--- config.mk ---
export PLATFORM = sky130hd
export DESIGN_NAME = srs_shifter
export DESIGN_NICKNAME = d
export VERILOG_FILES = /design/src/rtl/srs_pkg.sv /design/src/rtl/srs_sync.sv /design/src/rtl/srs_frame_ctl.sv /design/src/rtl/srs_shifter.sv
export SDC_FILE = /design/constraint.sdc
export NUM_CORES = 1
export LEC_CHECK = 0
export BUFFER_PORTS_ARGS = -buffer_cell sky130_fd_sc_hd__buf_2
export CORE_MARGIN = 4
export CORE_UTILIZATION = 48
export CTS_BUF_LIST = sky130_fd_sc_hd__clkbuf_2 sky130_fd_sc_hd__clkbuf_4 sky130_fd_sc_hd__clkbuf_8
export DETAILED_ROUTE_END_ITERATION = 8
export HOLD_SLACK_MARGIN = 0.02
export PLACE_DENSITY = 0.67
export SKIP_CTS_REPAIR_TIMING = 1
export SYNTH_ARGS = -nofsm -noshare
export SYNTH_HDL_FRONTEND = slang
export SYNTH_HIERARCHICAL = 1
export SYNTH_SLANG_ARGS = --single-unit
--- constraint.sdc ---
create_clock -name clk -period 4.8 [get_ports clk]
set_input_delay 0.72 -clock clk [delete_from_list [all_inputs] [get_ports clk]]
set_output_delay 0.72 -clock clk [all_outputs]
set_load 0.05 [all_outputs]
--- src/rtl/srs_pkg.sv ---
package srs_pkg;
   // Synchronised copy of an asynchronous pin plus its one-cycle-older value.
   typedef struct packed {
      logic level;
      logic prev;
   } srs_lvl_t;
endpackage

--- src/rtl/srs_sync.sv ---
module srs_sync #(
   parameter int STAGES = 2
) (
   input  logic             clk,
   input  logic             rst_n,
   input  logic             async_i,
   output srs_pkg::srs_lvl_t sig_o
);
   generate
      if (STAGES < 2) begin : g_bad_stages
         $error("srs_sync: STAGES must be at least 2");
      end
   endgenerate

   logic [STAGES-1:0] chain_q;
   logic              prev_q;

   always_ff @(posedge clk or negedge rst_n) begin
      if (!rst_n) begin
         chain_q <= '0;
         prev_q  <= 1'b0;
      end else begin
         chain_q <= {chain_q[STAGES-2:0], async_i};
         prev_q  <= chain_q[STAGES-1];
      end
   end

   assign sig_o.level = chain_q[STAGES-1];
   assign sig_o.prev  = prev_q;
endmodule

--- src/rtl/srs_frame_ctl.sv ---
module srs_frame_ctl #(
   parameter int FRAME_W = 16
) (
   input  logic              clk,
   input  logic              rst_n,
   input  srs_pkg::srs_lvl_t sc,
   input  srs_pkg::srs_lvl_t cv,
   output logic              load_o,
   output logic              shift_o,
   output logic              clr_o,
   output logic              oe_o
);
   localparam int CNT_W = $clog2(FRAME_W);
   localparam logic [CNT_W-1:0] LAST = CNT_W'(FRAME_W - 1);

   logic s_rise, s_fall, resync, adv;
   logic [CNT_W-1:0] cnt_q;
   logic oe_q, done_q, rerun_q, rel_q, armed_q;

   assign s_rise  = sc.level & ~sc.prev;
   assign s_fall  = ~sc.level & sc.prev;
   assign resync  = cv.prev & ~cv.level & ~sc.level;
   assign load_o  = s_rise & armed_q & ~resync;
   assign adv     = s_fall & oe_q & ~armed_q & ~resync;
   assign shift_o = adv & (cnt_q != LAST);
   assign clr_o   = resync;
   assign oe_o    = oe_q;

   always_ff @(posedge clk or negedge rst_n) begin
      if (!rst_n) begin
         cnt_q   <= '0;
         oe_q    <= 1'b0;
         done_q  <= 1'b0;
         rerun_q <= 1'b0;
         rel_q   <= 1'b0;
         armed_q <= 1'b1;
      end else if (resync) begin
         cnt_q   <= '0;
         oe_q    <= 1'b0;
         done_q  <= 1'b0;
         rerun_q <= 1'b0;
         rel_q   <= 1'b0;
         armed_q <= 1'b1;
      end else begin
         if (rel_q) begin
            rel_q <= 1'b0;
            cnt_q <= '0;
            oe_q  <= rerun_q;
         end
         if (load_o) begin
            armed_q <= 1'b0;
            oe_q    <= 1'b1;
            if (done_q) rerun_q <= 1'b1;
         end
         if (adv) begin
            if (cnt_q == LAST) begin
               rel_q   <= 1'b1;
               done_q  <= 1'b1;
               armed_q <= 1'b1;
            end else begin
               cnt_q <= cnt_q + 1'b1;
            end
         end
      end
   end

   // the enable only ever rises after a detected serial clock rise
   assert_en_start_R2: assert property (@(posedge clk) disable iff (!rst_n)
      $rose(oe_q) |-> $past(s_rise));

   // a qualified strobe edge leaves the logic idle
   assert_resync_idle_R6: assert property (@(posedge clk) disable iff (!rst_n)
      resync |=> (!oe_q && armed_q && cnt_q == '0));

   // the last bit is held one cycle, then the output floats
   assert_hold_release_R4: assert property (@(posedge clk) disable iff (!rst_n)
      (adv && cnt_q == LAST && !rerun_q) |=> (oe_q ##1 !oe_q));

   // once restarted, the output stays driven until a resync
   assert_sticky_en_R5: assert property (@(posedge clk) disable iff (!rst_n)
      (rerun_q && !resync) |=> oe_q);
endmodule

--- src/rtl/srs_shifter.sv ---
module srs_shifter #(
   parameter int RES_W       = 12,
   parameter int FRAME_W     = 16,
   parameter int SYNC_STAGES = 2
) (
   input  logic             clk,
   input  logic             rst_n,
   input  logic             sclk_in,
   input  logic             convst_in,
   input  logic [RES_W-1:0] res_data,
   input  logic             res_valid,
   output logic             sdata_out,
   output logic             sdata_en
);
   localparam int LEAD = FRAME_W - RES_W;

   generate
      if (LEAD < 1) begin : g_bad_frame
         $error("srs_shifter: FRAME_W must exceed RES_W");
      end
   endgenerate

   srs_pkg::srs_lvl_t sc_sig, cv_sig;
   logic load, shift, clr;
   logic [RES_W-1:0]   res_q;
   logic [FRAME_W-1:0] shreg_q;

   srs_sync #(.STAGES(SYNC_STAGES)) i_sync_sclk (
      .clk(clk), .rst_n(rst_n), .async_i(sclk_in), .sig_o(sc_sig));

   srs_sync #(.STAGES(SYNC_STAGES)) i_sync_conv (
      .clk(clk), .rst_n(rst_n), .async_i(convst_in), .sig_o(cv_sig));

   srs_frame_ctl #(.FRAME_W(FRAME_W)) i_ctl (
      .clk(clk), .rst_n(rst_n), .sc(sc_sig), .cv(cv_sig),
      .load_o(load), .shift_o(shift), .clr_o(clr), .oe_o(sdata_en));

   always_ff @(posedge clk or negedge rst_n) begin
      if (!rst_n)         res_q <= '0;
      else if (res_valid) res_q <= res_data;
   end

   always_ff @(posedge clk or negedge rst_n) begin
      if (!rst_n)      shreg_q <= '0;
      else if (clr)    shreg_q <= '0;
      else if (load)   shreg_q <= {{LEAD{1'b0}}, res_q};
      else if (shift)  shreg_q <= {shreg_q[FRAME_W-2:0], 1'b0};
   end

   assign sdata_out = shreg_q[FRAME_W-1];

   // each shift brings the next frame bit onto the pin
   assert_shift_next_R3: assert property (@(posedge clk) disable iff (!rst_n)
      shift |=> (sdata_out == $past(shreg_q[FRAME_W-2])));

   // a freshly loaded frame starts with the zero lead bits
   assert_lead_zero_R1: assert property (@(posedge clk) disable iff (!rst_n)
      load |=> (shreg_q[FRAME_W-1 -: LEAD] == '0));

   // the frame snapshot equals the latched result
   assert_snapshot_R8: assert property (@(posedge clk) disable iff (!rst_n)
      load |=> (shreg_q[RES_W-1:0] == $past(res_q)));
endmodule

# Word-level counts from Yosys, hierarchy flattened
# Cells that the tools add are included.
[totals]
reg_bits = 43
output_inout_bits = 2
[op_classes]
eq_ne = 2
n_addsub = 1
mux = 23
reduce_logical = 8
n_bitwise = 15
[ops]
columns = ["operator", "count"]
rows = [
  ["2-to-1 mux 16 bit", 3],
  ["2-to-1 mux 1 bit", 16],
  ["2-to-1 mux 4 bit", 4],
  ["bitwise AND 1 bit", 10],
  ["nonzero test 2 bit", 4],
  ["nonzero test 3 bit", 2],
  ["NOT 1 bit", 5],
  ["adder 4 x 1 -> 4 bit, second input constant", 1],
  ["equality test 4 bit, second input constant", 1],
  ["!= test 4 bit, second input constant", 1],
  ["AND reduction 2 bit", 2],
]

# Depth between registers and ports, before layout
[depth]
depth_word = 9
depth_mapped = 8
ltp_nobuf = 6

# By module
# The synthesis kept the hierarchy.
[modules_own_cells]
columns = ["mod", "cells_each", "instances", "area_each_um2"]
rows = [
  ["srs_shifter", 92, 1, 1232.4],
  ["srs_frame_ctl", 46, 1, 505.5],
  ["srs_sync", 5, 2, 90.1],
]

# Worst setup path after synthesis
# No wires, ideal clock.
[synth_timing]
path_type = "register -> register"
start = "register i_ctl.oe_q (netlist: i_ctl/oe_o)"
end = "register shreg_q[10]"
setup_slack_ns = 2.817
arrival_time_ns = 1.854
stages_incl_launch_ff = 8
synth_period_minus_slack_ns = 1.983
path_cell_list = "dfrtp_1 nand4bb_4 or3_4 inv_1 buf_6 buf_12 mux2i_1 a211oi_1"
[synth_via]
elab_chain_cells = 5
[synth_rtl]
columns = ["element", "line_no", "rtl"]
rows = [
  ["start: declaration", "srs_frame_ctl.sv:18", "logic oe_q, done_q, rerun_q, rel_q, armed_q;"],
  ["start signal: assignment", "srs_frame_ctl.sv:48", "oe_q <= rerun_q;"],
  ["bitwise AND 1 bit (3 in a row)", "srs_frame_ctl.sv:24", "assign adv = s_fall & oe_q & ~armed_q & ~resync;"],
  ["bitwise AND 1 bit", "srs_frame_ctl.sv:25", "assign shift_o = adv & (cnt_q != LAST);"],
  ["named net shift", "srs_shifter.sv:24", "logic load, shift, clr;"],
  ["nonzero test 3 bit (no source line)", "n/a", ""],
  ["end signal: assignment", "srs_shifter.sv:46", "else if (load) shreg_q <= {{LEAD{1'b0}}, res_q};"],
  ["end signal: assignment", "srs_shifter.sv:47", "else if (shift) shreg_q <= {shreg_q[FRAME_W-2:0], 1'b0};"],
  ["end: declaration", "srs_shifter.sv:26", "logic [FRAME_W-1:0] shreg_q;"],
]
# The timed path passes the listed nets, and every way through them passes these cells.
# A chain may end at the register's enable or synchronous reset.

# Final worst setup path
[layout_timing]
start = "register i_ctl.cnt_q[0]"
end = "register shreg_q[5]"
[layout_via]
elab_chain_cells = 3
[layout_rtl]
columns = ["element", "line_no", "rtl"]
rows = [
  ["start: declaration", "srs_frame_ctl.sv:17", "logic [CNT_W-1:0] cnt_q;"],
  ["start signal: assignment", "srs_frame_ctl.sv:61", "cnt_q <= cnt_q + 1'b1;"],
  ["!= test 4 bit", "srs_frame_ctl.sv:25", ""],
  ["bitwise AND 1 bit", "srs_frame_ctl.sv:25", ""],
  ["named net shift", "srs_shifter.sv:24", ""],
  ["nonzero test 3 bit (no source line)", "n/a", ""],
]
# The timed path passes the listed nets, and every way through them passes these cells.

==> results.txt <==
The die height was 71.2 µm; the required time of the critical path was 5.00 ns. Global routing used 13.8% of the available tracks. The critical path class was flip-flop to flip-flop.

The tools report the endpoint type of the worst setup path as a flip-flop. Using the TritonRoute via totals, the vias-per-cell ratio works out to 5.50. The post-synth net total is 166.

The total number of vias came out at 1165. Of the available clock period, the critical path in the final layout requires 49.9%. The dominant cell by count in the synthesized netlist is dfrtp_1.

Yosys mapped a number of flops with a built-in enable equal to 0. The run gives 0 as the number of antenna violations at the first check in global routing. Cells fill 55.8% of the core in the end. Setup repair after global routing left no endpoint under its margin. The design draws 829 µW. Relative to the synthesized area, the layout overhead comes to 9.72%. The analysis attributes to cell leakage a power of 0.000909 µW. The prevailing post-synth register cell was dfrtp_1.

Number of input and output port buffers inserted: 18. The die boundary width was 71.2 µm; the final hold violation count was 0. The tools report the setup-violating endpoint count in the final report as 0. After clock tree synthesis, the clock-pin slew on the worst setup and hold paths is 0.08 ns. For the pin with the worst max-slew slack, the measured transition is 0.902 ns.

In the final layout, the share of cells above drive strength 1 is 28.7%. The CTS root buffer was clkbuf_8. Adding up every negative setup slack in the final design gives 0 ns. Biggest fanout along the worst timing path: 16. Summed instance area of the synthesized netlist: 1920 µm². The total inserted antenna cells is 0, and the number of levels the H-tree was split into is 2. The run gives 3.11 mm as the total wire length after detailed routing. TritonCTS built the clock tree. The clock reaches the later pin of the worst-skew pair after 0.29 ns. After the first detailed-routing iteration, the DRC count stood at 82. The power density relative to cell area came out at 394 nW/µm².

The die covers 5070 µm². The first global-routing pass estimated 5.46 mm of wire. The count of maximum capacitance violations was 0. The logs give 0.247 mV for the maximum vdd ir drop and 1199 for the number of global-route vias before repair. The run gives 43 as the count of clock tree sinks. Startpoint of the worst-slack reg-to-reg timing path: i_ctl/cnt_q[0]$_DFF_PN0_.

By count the netlist is led by dfrtp_1 (42), mux2i_1 (15), a211oi_1 (13), nor2b_1 (13), mux2_2 (12). The total overflow left after global routing is 0. The logs give 22 for the number of cell rows and 50.9% for the starting density of the core.

The finished layout holds 212 standard cells, fillers aside. dfrtp_1 takes more of the synthesized area than any other cell. The run gives 5 as the number of CTS-inserted buffers. After synthesis, the cell types taking the most area are dfrtp_1 (55%), mux2i_1 (7.8%), mux2_2 (7.0%).

The tools report the remaining max-slew budget at the tightest pin as 39.8%. Static timing analysis puts the maximum clock frequency at 417 MHz. The area share of the largest cell type after synthesis was 54.8%; the register area share after synthesis was 56.2%. In the routed design, unresolved DRC markers number 0. The number of distinct library cell variants in the gate-level netlist after synthesis was 36. The run finished with clean final reports. Detailed placement finished with a half-perimeter wire length of 2.12 mm. The synthesized flop and latch total came out at 43. The tools report the final-report max-slew violation count as 0. The post-synthesis async set-or-reset flop share works out to 100%. The worst setup path is launched from a flip-flop. The final net count is 181.

The time the final worst path needs with I/O delays and setup came out at 2.40 ns. The launching instance or port of the critical path is i_ctl/cnt_q[0]$_DFF_PN0_. The number of top-level pins came out at 19. The worst hold path begins at i_sync_sclk/chain_q[0]$_DFF_PN0_. The finished cells cover 2100 µm². The worst-case clock buffer depth was 2. The mean routed wirelength per cell came out at 14.6 µm.

Routability congestion estimate from global placement: 0.751. Average size of a mapped cell: 13.0 µm². The tightest min-delay check is of the flip-flop to flip-flop type.

For the final database, setup skew stands at 0.00698 ns. Count of mapped cells out of synthesis: 148. Once placement finished, the instance area stood at 1990 µm². The largest net degree at the start of global routing came out at 44.

The number of placed instances, taps included, is 204. Data arrives at the worst endpoint at 2.60 ns. The length of the first detailed-routing pass in iterations is 4, and the number of warning messages in the yosys log is 6. In this run the remaining antenna-violating nets after routing total 0.

In this run the standard cell core region covers 3770 µm².
## per-stage QoR
step / setup slack (ns) / hold WS (ns)
finish: 2.40 / 0.356
CTS: 2.41 / 0.359
detailed placement: 2.43 / 0.340
floorplan: 2.82 / 0.331
global placement: 2.52 / 0.332
global route: 2.19 / 0.362
## cells by family after synthesis
logic type               count (synthesis)  share of synthesized area [%]
adder cells (fa/ha/maj)                  1                          0.652
multiplexers                            28                           15.7
AND/OR/NAND/NOR                         36                           13.2
buffers and inverters                   15                           5.15
flip-flops                              43                           56.2
AO/OA/AOI/OAI                           25                           9.13
## flip-flops by register name (all words and copies together) (netlist names)
| name | count |
|---|---|
| i_ctl/rel_q | 1 |
| i_ctl/rerun_q | 1 |
| i_ctl/oe_o | 1 |
| i_sync_sclk/prev_q | 1 |
| i_ctl/cnt_q | 4 |
| res_q | 12 |
| i_sync_conv/prev_q | 1 |
| i_sync_conv/chain_q | 2 |
| shreg_q | 16 |
| i_ctl/done_q | 1 |
| i_sync_sclk/chain_q | 2 |
| i_ctl/armed_q | 1 |
## final timing paths
path / endpoint / slack, ns / depth (start not counted)
min in group asynchronous: i_ctl/rel_q$_DFF_PN0_ / 0.54 / 1
min reg2reg: i_sync_sclk/chain_q[1]$_DFF_PN0_ / 0.36 / 0
min: i_sync_sclk/chain_q[1]$_DFF_PN0_ / 0.36 / 0
max in group asynchronous: res_q[10]$_DFFE_PN0P_ / 3.68 / 1
max reg2reg: shreg_q[5]$_DFFE_PN0P_ / 2.40 / 6
max: shreg_q[5]$_DFFE_PN0P_ / 2.40 / 6
## report_power, final
group | leakage [µW] | switching [µW] | internal, µW
combinational | 0.000315 | 52.6 | 57.9
sequential | 0.000536 | 31.1 | 410
clock | 0.0000581 | 122 | 155
## per-layer routing
layer  vias to the layer above  share of wire (%)  GRT usage [%]
li1                        561                  -              -
met1                       579                 45           16.8
met2                        20                 49           22.6
met3                         5                4.0           4.77
met4                         0                1.6           5.64
met5                         -                  0              0
## worst max-delay path, cell delays in order (launching register included)
cell and delay, ns:
dfrtp_1 0.43, ha_1 0.27, and3_1 0.25, or3_4 0.36, inv_1 0.55, mux2i_1 0.18, a211oi_1 0.26
## layout by cell type, fill, tap and decap left out, drive strengths merged, types with 2 or more instances in the layout
cell type / Yosys / final
nor2: 3 / 3
nand3: 2 / 2
mux2i: 15 / 15
o21ai: 2 / 2
mux2: 13 / 13
nand2: 2 / 2
a211oi: 13 / 13
clkbuf: 2 / 5
nor3: 5 / 5
a21oi: 4 / 4
dfrtp: 42 / 42
inv: 4 / 4
clkinv: 0 / 2
buf: 9 / 19
nor2b: 13 / 13
nor3b: 3 / 3
## layout make-up
cell class | count | area (µm²)
flip-flops and latches | 43 | 1080
fillers | 319 | 1670
repair buffers | 19 | 97.6
well taps | 48 | 60.1
clock inverters | 3 | 43.8
multi-input cells | 90 | 742
inverters | 4 | 15.0
clock buffers | 5 | 68.8
Note: power is estimated with default switching activity, not from simulation.
